--- src/rtl/dma_steal_pkg.sv ---
package dma_steal_pkg;

    typedef enum logic [2:0] {
        ST_IDLE,
        ST_FILL_WAIT,
        ST_FILL_WRITE,
        ST_FILL_ACK,
        ST_DRAIN_READ,
        ST_DRAIN_LATCH,
        ST_DRAIN_OFFER
    } mover_state_t;

    localparam logic [1:0] SEL_LOC  = 2'd0;
    localparam logic [1:0] SEL_LEFT = 2'd1;
    localparam logic [1:0] SEL_CTRL = 2'd2;

    localparam int CTRL_GO_BIT  = 0;
    localparam int CTRL_DIR_BIT = 1;

endpackage

--- src/rtl/dma_steal_regs.sv ---
module dma_steal_regs
    import dma_steal_pkg::*;
#(
    parameter int AW = 16,
    parameter int DW = 16,
    parameter int CW = 16
) (
    input  logic          clk,
    input  logic          rst_n,
    input  logic          cfg_we,
    input  logic [1:0]    cfg_sel,
    input  logic [DW-1:0] cfg_wdata,
    output logic [DW-1:0] cfg_rdata,
    input  logic          busy,
    input  logic          step,
    input  logic          done_set,
    output logic [AW-1:0] loc,
    output logic          left_zero,
    output logic          start_go
);

    logic [CW-1:0] left_q;
    logic          dir_q;
    logic          done_q;
    logic          wr_ok;

    assign wr_ok     = cfg_we && !busy;
    assign start_go  = wr_ok && (cfg_sel == SEL_CTRL) && cfg_wdata[CTRL_GO_BIT];
    assign left_zero = (left_q == '0);

    always_ff @(posedge clk) begin
        if (!rst_n) begin
            loc    <= '0;
            left_q <= '0;
            dir_q  <= 1'b0;
            done_q <= 1'b0;
        end else begin
            if (wr_ok && cfg_sel == SEL_LOC) begin
                loc <= cfg_wdata[AW-1:0];
            end else if (step) begin
                loc <= loc + 1'b1;
            end
            if (wr_ok && cfg_sel == SEL_LEFT) begin
                left_q <= cfg_wdata[CW-1:0];
            end else if (step) begin
                left_q <= left_q - 1'b1;
            end
            if (start_go) begin
                dir_q  <= cfg_wdata[CTRL_DIR_BIT];
                done_q <= left_zero;
            end else if (done_set) begin
                done_q <= 1'b1;
            end
        end
    end

    always_comb begin
        unique case (cfg_sel)
            SEL_LOC:  cfg_rdata = DW'(loc);
            SEL_LEFT: cfg_rdata = DW'(left_q);
            SEL_CTRL: cfg_rdata = DW'({done_q, dir_q, busy});
            default:  cfg_rdata = '0;
        endcase
    end

endmodule

--- src/rtl/dma_steal_fsm.sv ---
module dma_steal_fsm
    import dma_steal_pkg::*;
#(
    parameter int DW = 16
) (
    input  logic          clk,
    input  logic          rst_n,
    input  logic          start_go,
    input  logic          start_dir,
    input  logic          left_zero,
    input  logic          mem_busy,
    input  logic [DW-1:0] mem_rdata,
    input  logic          pi_valid,
    input  logic [DW-1:0] pi_data,
    input  logic          po_accept,
    output logic          busy,
    output logic          step,
    output logic          done_set,
    output logic          mem_rd,
    output logic          mem_wr,
    output logic          pi_ack,
    output logic          po_valid,
    output logic [DW-1:0] word
);

    mover_state_t state, state_nx;

    always_ff @(posedge clk) begin
        if (!rst_n) state <= ST_IDLE;
        else        state <= state_nx;
    end

    always_ff @(posedge clk) begin
        if (!rst_n) begin
            word <= '0;
        end else if (state == ST_FILL_WAIT && pi_valid) begin
            word <= pi_data;
        end else if (state == ST_DRAIN_LATCH) begin
            word <= mem_rdata;
        end
    end

    always_comb begin
        state_nx = state;
        unique case (state)
            ST_IDLE:
                if (start_go && !left_zero)
                    state_nx = start_dir ? ST_DRAIN_READ : ST_FILL_WAIT;
            ST_FILL_WAIT:
                if (pi_valid) state_nx = ST_FILL_WRITE;
            ST_FILL_WRITE:
                if (!mem_busy) state_nx = ST_FILL_ACK;
            ST_FILL_ACK:
                state_nx = left_zero ? ST_IDLE : ST_FILL_WAIT;
            ST_DRAIN_READ:
                if (!mem_busy) state_nx = ST_DRAIN_LATCH;
            ST_DRAIN_LATCH:
                state_nx = ST_DRAIN_OFFER;
            ST_DRAIN_OFFER:
                if (po_accept) state_nx = left_zero ? ST_IDLE : ST_DRAIN_READ;
            default:
                state_nx = ST_IDLE;
        endcase
    end

    always_comb begin
        busy     = (state != ST_IDLE);
        mem_wr   = (state == ST_FILL_WRITE) && !mem_busy;
        mem_rd   = (state == ST_DRAIN_READ) && !mem_busy;
        pi_ack   = (state == ST_FILL_ACK);
        po_valid = (state == ST_DRAIN_OFFER);
        step     = mem_wr || mem_rd;
        done_set = left_zero &&
                   ((state == ST_FILL_ACK) || (state == ST_DRAIN_OFFER && po_accept));
    end

endmodule

--- src/rtl/dma_steal.sv ---
module dma_steal #(
    parameter int AW = 16,
    parameter int DW = 16,
    parameter int CW = 16
) (
    input  logic          clk,
    input  logic          rst_n,
    input  logic          cfg_we,
    input  logic [1:0]    cfg_sel,
    input  logic [DW-1:0] cfg_wdata,
    output logic [DW-1:0] cfg_rdata,
    input  logic          mem_busy,
    output logic          mem_rd,
    output logic          mem_wr,
    output logic [AW-1:0] mem_addr,
    output logic [DW-1:0] mem_wdata,
    input  logic [DW-1:0] mem_rdata,
    input  logic          pi_valid,
    input  logic [DW-1:0] pi_data,
    output logic          pi_ack,
    output logic          po_valid,
    output logic [DW-1:0] po_data,
    input  logic          po_accept
);

    logic          busy;
    logic          step;
    logic          done_set;
    logic          left_zero;
    logic          start_go;
    logic [DW-1:0] word;

    dma_steal_regs #(.AW(AW), .DW(DW), .CW(CW)) u_regs (
        .clk       (clk),
        .rst_n     (rst_n),
        .cfg_we    (cfg_we),
        .cfg_sel   (cfg_sel),
        .cfg_wdata (cfg_wdata),
        .cfg_rdata (cfg_rdata),
        .busy      (busy),
        .step      (step),
        .done_set  (done_set),
        .loc       (mem_addr),
        .left_zero (left_zero),
        .start_go  (start_go)
    );

    dma_steal_fsm #(.DW(DW)) u_fsm (
        .clk       (clk),
        .rst_n     (rst_n),
        .start_go  (start_go),
        .start_dir (cfg_wdata[1]),
        .left_zero (left_zero),
        .mem_busy  (mem_busy),
        .mem_rdata (mem_rdata),
        .pi_valid  (pi_valid),
        .pi_data   (pi_data),
        .po_accept (po_accept),
        .busy      (busy),
        .step      (step),
        .done_set  (done_set),
        .mem_rd    (mem_rd),
        .mem_wr    (mem_wr),
        .pi_ack    (pi_ack),
        .po_valid  (po_valid),
        .word      (word)
    );

    assign mem_wdata = word;
    assign po_data   = word;

endmodule

--- config.mk ---
export PLATFORM = sky130hd
export DESIGN_NAME = dma_steal
export DESIGN_NICKNAME = d
export VERILOG_FILES = /design/src/rtl/dma_steal_pkg.sv /design/src/rtl/dma_steal_regs.sv /design/src/rtl/dma_steal_fsm.sv /design/src/rtl/dma_steal.sv
export SDC_FILE = /design/constraint.sdc
export NUM_CORES = 1
export LEC_CHECK = 0
export BUFFER_PORTS_ARGS = -buffer_cell sky130_fd_sc_hd__buf_2
export CAP_MARGIN = 5
export CORE_UTILIZATION = 35
export CTS_CLUSTER_DIAMETER = 150
export DETAILED_ROUTE_END_ITERATION = 10
export PLACE_DENSITY_LB_ADDON = 0.05
export SETUP_SLACK_MARGIN = 0.1
export SLEW_MARGIN = 20
export SYNTH_ARGS = -nofsm -noshare
export SYNTH_HDL_FRONTEND = slang
export SYNTH_SLANG_ARGS = --single-unit
--- constraint.sdc ---
create_clock -name clk -period 3.3 [get_ports clk]
set_input_delay 0.495 -clock clk [delete_from_list [all_inputs] [get_ports clk]]
set_output_delay 0.495 -clock clk [all_outputs]
set_load 0.05 [all_outputs]
==> results of run 1 <==
[metal layers]
| metal | global-route usage | vias up |
|---|---|---|
| met5 | 0 | - |
| met4 | 0.0712 | 0 |
| met3 | 0.0348 | 8 |
| met2 | 0.342 | 142 |
| met1 | 0.276 | 1551 |
| li1 | - | 1715 |
[cell type report]
type | instances | area (sq um)
Clock buffer | 5 | 68.8
Clock inverter | 3 | 25.0
Fill cell | 927 | 4920
Inverter | 10 | 37.5
Multi-Input combinational cell | 302 | 1950
Sequential cell | 53 | 1060
Tap cell | 108 | 135
Timing Repair Buffer | 133 | 691
[sequential cells by signal (all words and copies together) (netlist names)]
| name | count |
|---|---|
| u_fsm.state | 3 |
| u_fsm.word | 16 |
| u_regs.dir_q | 1 |
| u_regs.done_q | 1 |
| u_regs.left_q | 16 |
| u_regs.loc | 16 |
[path summary, 6_finish.rpt]
path | from | to | slack (ns) | depth (start not counted)
worst max-delay path | u_fsm.state[1] | cfg_rdata[0] | 0.76 | 5
worst min-delay path | cfg_wdata[4] | u_regs.left_q[4] | 0.43 | 3
worst max register to register | u_fsm.state[1] | u_regs.left_q[15] | 1.00 | 5
worst min register to register | u_regs.dir_q | u_regs.dir_q | 0.50 | 2
[critical path, cell delays in order (launching register included)]
cell and delay (ns):
dfxtp_1 0.79, nor3_1 0.23, nand2_1 0.12, o21ai_0 0.07
o21ai_0 0.22, buf_2 0.32
[through the flow]
step	cell area [sq um]	hold WS (ns)	power, mW
finish	3970	0.434	1.53
global route	3970	0.416	1.62
CTS	3970	0.426	1.55
detailed placement	3870	0.473	1.15
global placement	3870	0.482	1.15
floorplan	3280	0.453	1.03
[synth_stat cells (8+ instances only)]
cell type	number	share of area
a211oi_1	23	0.053
a21oi_1	17	0.026
a31oi_1	17	0.032
buf_4	17	0.039
clkbuf_1	18	0.021
dfxtp_1	53	0.32
inv_1	9	0.010
mux2i_1	31	0.095
nand2_1	28	0.032
nand3_1	8	0.012
nand4_1	9	0.017
nor2_1	43	0.049
nor3_1	9	0.014
o21ai_0	23	0.035
or3_1	10	0.019
[where the power goes]
group	switching (mW)	total [mW]	internal, mW	leakage [nW]
logic	0.280	0.418	0.138	1.20
registers	0.0460	0.718	0.672	0.430
clock network	0.243	0.397	0.154	0.0447
total	0.569	1.53	0.964	1.68
[logic make-up (layout without fill, tap and decap cells)]
| group | count (synthesis) | after routing | share of synthesized area |
|---|---|---|---|
| compound gates | 119 | 119 | 0.246 |
| xor+xnor | 5 | 5 | 0.0134 |
| fa+ha+maj | 2 | 2 | 0.00763 |
| buf+inv | 55 | 151 | 0.0877 |
| flops | 53 | 53 | 0.324 |
| mux | 31 | 31 | 0.0946 |
| simple gates | 145 | 145 | 0.227 |
==> run_results.csv, run 1 <==
group,metric,value,unit
floorplanning,std_cell_rows,34,
sta,period_minus_slack,2.54,ns
floorplanning,core,8890,sq um
clock_network,clock-sinks,53,
layout,layout_common_cells,"buf_2 (123), dfxtp_1 (53), nor2_1 (43)",
global_route,grt-ovfl-total,0,
clock_network,cts_max_path_buffers,2,
critical_path,worst-path-max-fanout,22,
sta,final_hold_viol_count,0,
critical_path,end_kind,"output pin",
floorplanning,dieArea,9760,sq um
synthesis,avgSynthCellArea,8.00,sq um
sta,min_period_over_period,0.771,
placement,port_buffers,123,
clock_network,post_cts_resized,0,
detailed_routing,avgRoutedWirePerCell,16.8,um
sta,tightest_slew,0.709,ns
sta,rsz0062_at_grt,"false",
global_route,antenna_found_initial,0,
detailed_routing,first_pass_iters,4,
sta,finalSetupTns,0,ns
detailed_routing,drc_errors,0,
detailed_routing,wl_met1,4730,um
layout,final_layout_size_suffix_gt1_frac,0.306,
critical_path,crit_path_start_kind,"flop",
sta,max-slew-margin-rel,0.526,
layout,layout_commonest_cell,"buf_2",
synthesis,synth-warning-count,0,
detailed_routing,highest_layer,"met4",
clock_network,cts_buffers,5,
clock_network,cts_setup_buffers,0,
global_route,first_global_vias,3057,
floorplanning,pin_count,124,
placement,placedCellCount,606,
job,maxCapViolations,0,
sta,clock_skew,0.0130,ns
global_route,grt_pass1_wl,16100,um
placement,place.gp.congestion,0.831,
critical_path,cp_data_required_time,2.80,ns
layout,final_nets,563,
run_status,status,"finished, final reports clean",
pwr,power_density,386,nW/um^2
detailed_routing,drtIter0Drc,119,
sta,timing.fmax,393,MHz
floorplanning,die_w,98.8,um
sta,drv_slew,0,
detailed_routing,ant_nets,0,
global_route,grt_max_degree,34,
layout,stdcell_count,614,
synthesis,synth_edf_count,0,
synthesis,yosysUniqueCellTypes,54,
layout,synthToLayoutAreaGrowth,21.0,%
synthesis,synthArstFlopShare,0,
clock_network,insertion_delay,0.32,ns
layout,diodes,0,
synthesis,ys_seq_elements,53,
pwr,max-vdd-ir-drop,0.000180,V
pwr,leakagePower,1.68,nW
detailed_routing,via_per_inst,5.56,
clock_network,clk_pin_slew,0.11,ns
detailed_routing,wl,10300,um
critical_path,cp.arrival,2.05,ns
clock_network,clock-root-buffer,"clkbuf_8",
min_path,min_path_type,"input port to flop",
placement,dp_worst_setup_slack,1.01,ns
synthesis,ys_seq_area_frac,0.324,
placement,dp_hpwl,7500,um
synthesis,syn_inst,410,
sta,setup_viol,0,
clock_network,h-tree-depth,2,
clock_network,cts-hold-fix-buffers,0,
sta,fin_ws,0.756,ns
detailed_routing,dr_total_vias,3416,
layout,fin_util,0.446,
synthesis,syn-num-nets,468,
synthesis,synthFlopType,"dfxtp_1",
synthesis,netlist_area,3280,sq um
detailed_routing,wl_met2,4750,um
critical_path,worstSetupPathType,"flop to output pin",
floorplanning,die_h,98.8,um
detailed_routing,dr_wl_met3,655,um
clock_network,cts_tree,"done",
global_route,track_usage,0.208,
floorplanning,initial_core_util,0.369,
Note: power is estimated with default switching activity, not from simulation.
==> run 2, diff against run 1 <==
ABC_AREA = 1   (was unset)
clock period = 2.65 ns   (was 3.3 ns; I/O delays follow)
==> run 2 against run 1 <==
Net effect:
- core utilization decreased by 0.44 points
- power grew to 2.9 times the previous value
- critical path depth is the same
- first-iteration DRC count increased by 100%
- cell count grew 31%
- count of clock-buffer cells in the layout unchanged
- clock skew hardly changed
- design area rose by 4.9%
- routed wire length rose by 15%
- register-to-register slack got worse by 0.42 ns
- synthesized area is 5.4% higher
- die area increased by 5.3%
- largest power group is now combinational cells
- highest routed layer unchanged
==> run_results.csv, run 2 <==
group,metric,value,unit
run_status,status,"finished, final reports clean",
synthesis,yosysUniqueCellTypes,32,
placement,port_buffers,123,
synthesis,ys_seq_area_frac,0.307,
synthesis,avgSynthCellArea,6.03,sq um
global_route,first_global_vias,3697,
sta,rsz0062_at_grt,"false",
critical_path,end_kind,"output pin",
synthesis,synth_area_leaders,"dfxtp_1 (31%), nand2_1 (18%), o21ai_0 (7.7%), nor2_1 (7.5%), inv_1 (7.4%)",
detailed_routing,drc_errors,0,
synthesis,syn-num-nets,631,
detailed_routing,first_pass_iters,5,
clock_network,h-tree-depth,2,
sta,finalSetupTns,0,ns
placement,place.gp.congestion,0.948,
floorplanning,die_w,101,um
global_route,grt-ovfl-total,0,
layout,final_nets,733,
synthesis,synthArstFlopShare,0,
detailed_routing,dr_total_vias,4074,
critical_path,worst-path-max-fanout,17,
sta,min_period_over_period,0.785,
clock_network,post_cts_resized,0,
sta,tightest_slew,0.747,ns
sta,period_minus_slack,2.08,ns
clock_network,clock-root-buffer,"clkbuf_8",
layout,layout_commonest_cell,"nand2_1",
pwr,max-vdd-ir-drop,0.000413,V
detailed_routing,avgRoutedWirePerCell,14.7,um
layout,stdcell_count,805,
synthesis,yosys-top-cells-count,"nand2_1 (169), nor2_1 (69), inv_1 (68)",
layout,synthToLayoutAreaGrowth,20.4,%
job,maxCapViolations,0,
critical_path,worstSetupPathType,"input port to output pin",
sta,drv_slew,0,
floorplanning,die_h,101,um
clock_network,clk_pin_slew,0.12,ns
placement,dp_hpwl,9120,um
pwr,power_density,1050,nW/um^2
layout,fin_util,0.442,
floorplanning,core,9420,sq um
synthesis,ys_seq_elements,53,
synthesis,yosys.area.top_type,"dfxtp_1",
floorplanning,std_cell_rows,35,
layout,nFillCells,1025,
clock_network,cts_setup_buffers,0,
synthesis,synth.most_common_cell,"nand2_1",
sta,clock_skew,0.0126,ns
clock_network,cts_tree,"done",
sta,fin_ws,0.569,ns
critical_path,cp_data_required_time,2.25,ns
floorplanning,dieArea,10300,sq um
synthesis,synth_top_area_frac,0.307,
clock_network,clock-sinks,53,
detailed_routing,ant_nets,0,
synthesis,netlist_area,3460,sq um
layout,diodes,0,
layout,layout_common_cells,"nand2_1 (169), buf_2 (123), nor2_1 (69)",
clock_network,cts_max_path_buffers,2,
synthesis,synth_edf_count,0,
placement,placedCellCount,797,
layout,final_layout_size_suffix_gt1_frac,0.223,
synthesis,syn_inst,573,
global_route,grt_pass1_wl,18700,um
detailed_routing,drtIter0Drc,238,
clock_network,cts-hold-fix-buffers,0,
min_path,min_path_type,"input port to flop",
critical_path,crit_path_start_kind,"input port",
layout,top_regs,"u_fsm.word (16), u_regs.left_q (16), u_regs.loc (16)",
sta,timing.fmax,481,MHz
global_route,track_usage,0.235,
clock_network,insertion_delay,0.33,ns
global_route,antenna_found_initial,0,
global_route,grt_max_degree,37,
clock_network,cts_buffers,5,
floorplanning,pin_count,124,
synthesis,synthFlopType,"dfxtp_1",
critical_path,cp.arrival,1.68,ns
detailed_routing,via_per_inst,5.06,
pwr,leakagePower,2.09,nW
detailed_routing,wl,11800,um
sta,final_hold_viol_count,0,
sta,hold_slack,0.299,ns
placement,dp_worst_setup_slack,0.591,ns
sta,setup_viol,0,
synthesis,synth-warning-count,0,
floorplanning,initial_core_util,0.367,
sta,max-slew-margin-rel,0.499,
run 2: changes by cell type in the layout (fill, tap and decap cells not counted), sizes merged, moves of 23 or more:
cell,previous run,this run
mux2i,31,0
nor2,43,74
a211oi,23,0
nand2,28,171
nand3,8,35
inv,10,74
o21ai,23,58
run 2: cells by family after synthesis:
group                      Yosys count  synth area share
AOI/OAI and AO/OA                  115             0.182
xor gates and xnor gates             8            0.0203
buffers and inverters              105             0.138
adders and majority gates            2           0.00724
DFF                                 53             0.307
and+or+nand+nor                    290             0.346
run 2: critical path, stage by stage:
cell	delay, ns
buf_2	0.10
inv_1	0.06
nand2_1	0.37
o22ai_1	0.42
buf_2	0.32
run 2: layout make-up:
class	count	area [sq um]	share of cell area
well taps	129	161	0.0388
clock buffers	5	68.8	0.0165
clock inverters	3	26.3	0.00631
multi-input cells	415	1920	0.462
repair buffers	128	653	0.157
flip-flops and latches	53	1060	0.255
inverters	72	270	0.0649
run 2: power breakdown:
group / internal (mW) / switching [mW] / leakage (nW)
logic: 0.694 / 1.97 / 1.61
clock network: 0.198 / 0.328 / 0.0495
registers: 0.988 / 0.204 / 0.431
run 2: final timing paths:
| kind | to | depth (start not counted) | startpoint | slack (ns) |
|---|---|---|---|---|
| setup / recovery | cfg_rdata[3] | 5 | cfg_sel[1] | 0.57 |
| hold / removal | u_fsm.word[8] | 3 | pi_data[8] | 0.30 |
| setup reg to reg | u_regs.left_q[5] | 9 | u_fsm.state[2] | 0.58 |
| hold reg to reg | u_regs.done_q | 2 | u_regs.done_q | 0.47 |
run 2: per-stage QoR:
step	power, mW	instance area (sq um)
floorplan	3.29	3460
global placement	3.85	4070
detailed placement	3.85	4070
CTS	4.38	4160
global route	4.74	4160
finish	4.38	4160
run 2: layer usage:
metal / track usage / up-vias / wire length, um
met1: 0.319 / 1861 / 5530
met4: 0.0557 / 0 / 151
met3: 0.0421 / 13 / 790
met2: 0.386 / 173 / 5340
met5: 0 / - / 0
li1: - / 2027 / -
==> run 3, diff against run 2 <==
clock period = 1.89 ns   (was 2.65 ns; I/O delays follow)
==> run 3 against run 2 <==
Net effect:
- highest routed layer unchanged
- non-clock buffer count grew 13
- critical path depth is the same
- core utilization grew 1.5 points
- flip-flop and latch count is the same
- design area grew 3.4%
- clock skew shrank 0.0072 ns
==> run_results.csv, run 3 (same netlist as run 2, synthesis figures left out) <==
group,metric,value,unit
run_status,status,"finished, final reports clean",
pwr,p_int,2.80,mW
sta,drv_slew,0,
layout,stdcell_area,4300,sq um
layout,layout_commonest_cell,"nand2_1",
clock_network,insertion_delay,0.32,ns
clock_network,clk_pin_slew,0.11,ns
placement,placedCellCount,810,
min_path,whs_path_depth,3,
sta,timing.fmax,569,MHz
layout,top_regs,"u_fsm.word (16), u_regs.left_q (16), u_regs.loc (16)",
pwr,power.switching,3.56,mW
layout,synthToLayoutAreaGrowth,24.5,%
layout,layout_common_cells,"nand2_1 (168), buf_2 (121), inv_1 (68)",
sta,period_minus_slack,1.76,ns
placement,dp_worst_setup_slack,0.225,ns
critical_path,cp.arrival,1.48,ns
job,maxCapViolations,0,
floorplanning,die_w,101,um
critical_path,r2r_cells,10,
pwr,p_seq_frac,0.264,
clock_network,h-tree-depth,2,
layout,stdcell_count,818,
clock_network,cts-hold-fix-buffers,0,
detailed_routing,ant_nets,0,
floorplanning,core,9420,sq um
clock_network,cts_tree,"done",
critical_path,crit_path_start,"u_fsm.state[0]",
detailed_routing,via_per_inst,4.93,
pwr,total_power,6.36,mW
floorplanning,std_cell_rows,35,
global_route,track_usage,0.235,
sta,min_period_over_period,0.930,
sta,fin_ws,0.131,ns
critical_path,cp_data_required_time,1.61,ns
min_path,min_path_type,"input port to flop",
detailed_routing,wl,11900,um
placement,place.gp.congestion,0.891,
pwr,power_density,1480,nW/um^2
critical_path,worstSetupPathType,"flop to output pin",
pwr,max-vdd-ir-drop,0.000673,V
layout,final_layout_size_suffix_gt1_frac,0.251,
layout,nFillCells,1080,
critical_path,crit_path_start_kind,"flop",
floorplanning,dieArea,10300,sq um
critical_path,rr_startpoint,"u_regs.left_q[0]",
sta,final_hold_viol_count,0,
pwr,pwr-share-clk,0.112,
floorplanning,initial_core_util,0.367,
pwr,power_frac_comb,0.623,
detailed_routing,drc_errors,0,
layout,diodes,0,
sta,rsz0062_at_grt,"true",
sta,max-slew-margin-rel,0.668,
detailed_routing,drtIter0Drc,187,
sta,tightest_slew,0.497,ns
sta,clock_skew,0.00536,ns
min_path,min_from,"pi_data[15]",
clock_network,clock-sinks,53,
layout,final_nets,746,
clock_network,cts_buffers,5,
global_route,antenna_found_initial,0,
detailed_routing,dr_total_vias,4035,
critical_path,end_kind,"output pin",
floorplanning,pin_count,124,
clock_network,cts_max_path_buffers,2,
global_route,grt_max_degree,25,
floorplanning,die_h,101,um
critical_path,worst-path-max-fanout,5,
global_route,first_global_vias,3710,
pwr,leakagePower,2.16,nW
clock_network,clock-root-buffer,"clkbuf_8",
sta,setup_viol,0,
detailed_routing,avgRoutedWirePerCell,14.5,um
placement,dp_hpwl,9410,um
placement,placed_cell_area,4170,sq um
pwr,sw_frac_of_total,0.560,
placement,port_buffers,123,
detailed_routing,first_pass_iters,5,
global_route,grt_pass1_wl,18800,um
global_route,grt-ovfl-total,0,
run 3: critical path: stages (launching register included):
cell	delay, ns
dfxtp_2	0.38
nor2_4	0.16
nand2_1	0.11
nand2_1	0.08
o221ai_1	0.18
buf_4	0.25
run 3: per-stage QoR:
stage / setup TNS [ns] / hold WS, ns / utilization
finish: 0 / 0.194 / 0.457
global route: 0 / 0.197 / 0.457
CTS: 0 / 0.186 / 0.454
detailed placement: 0 / 0.455 / 0.443
global placement: 0 / 0.454 / 0.443
floorplan: -0.460 / 0.425 / -
run 3: layout make-up:
cell class,instances,area [sq um],area share
clock buffers,5,68.8,0.0160
multi-input cells,415,1950,0.453
repair buffers,141,759,0.176
inverters,72,270,0.0628
clock inverters,3,26.3,0.00610
well taps,129,161,0.0375
flip-flops and latches,53,1070,0.248
run 3: final timing paths:
| kind | end | slack (ns) |
|---|---|---|
| worst max-delay path | cfg_rdata[0] | 0.13 |
| worst min-delay path | u_fsm.word[15] | 0.19 |
| worst max register to register | u_regs.done_q | 0.28 |
| worst min register to register | u_regs.done_q | 0.47 |
run 3: routing by layer:
metal,vias up,track usage,share of wire
met1,1828,0.301,0.45
met5,-,0,0
met3,11,0.0483,0.069
met2,141,0.408,0.47
li1,2055,-,-
met4,0,0.0513,0.012
run 3: power by group through the flow:
stage	clock, mW	combinational [mW]	sequential [mW]
finish	0.714	3.96	1.68
global route	0.783	4.39	1.72
CTS	0.741	3.90	1.67
detailed placement	0	3.87	1.68
global placement	0	3.87	1.68
floorplan	0	2.57	2.06
run 3: repair_timing:
| item | CTS | global route |
|---|---|---|
| cloned | 0 | 0 |
| gates resized for setup | 2 | 10 |
| setup buffers | 0 | 0 |
| setup endpoints to repair | 1 | 21 |
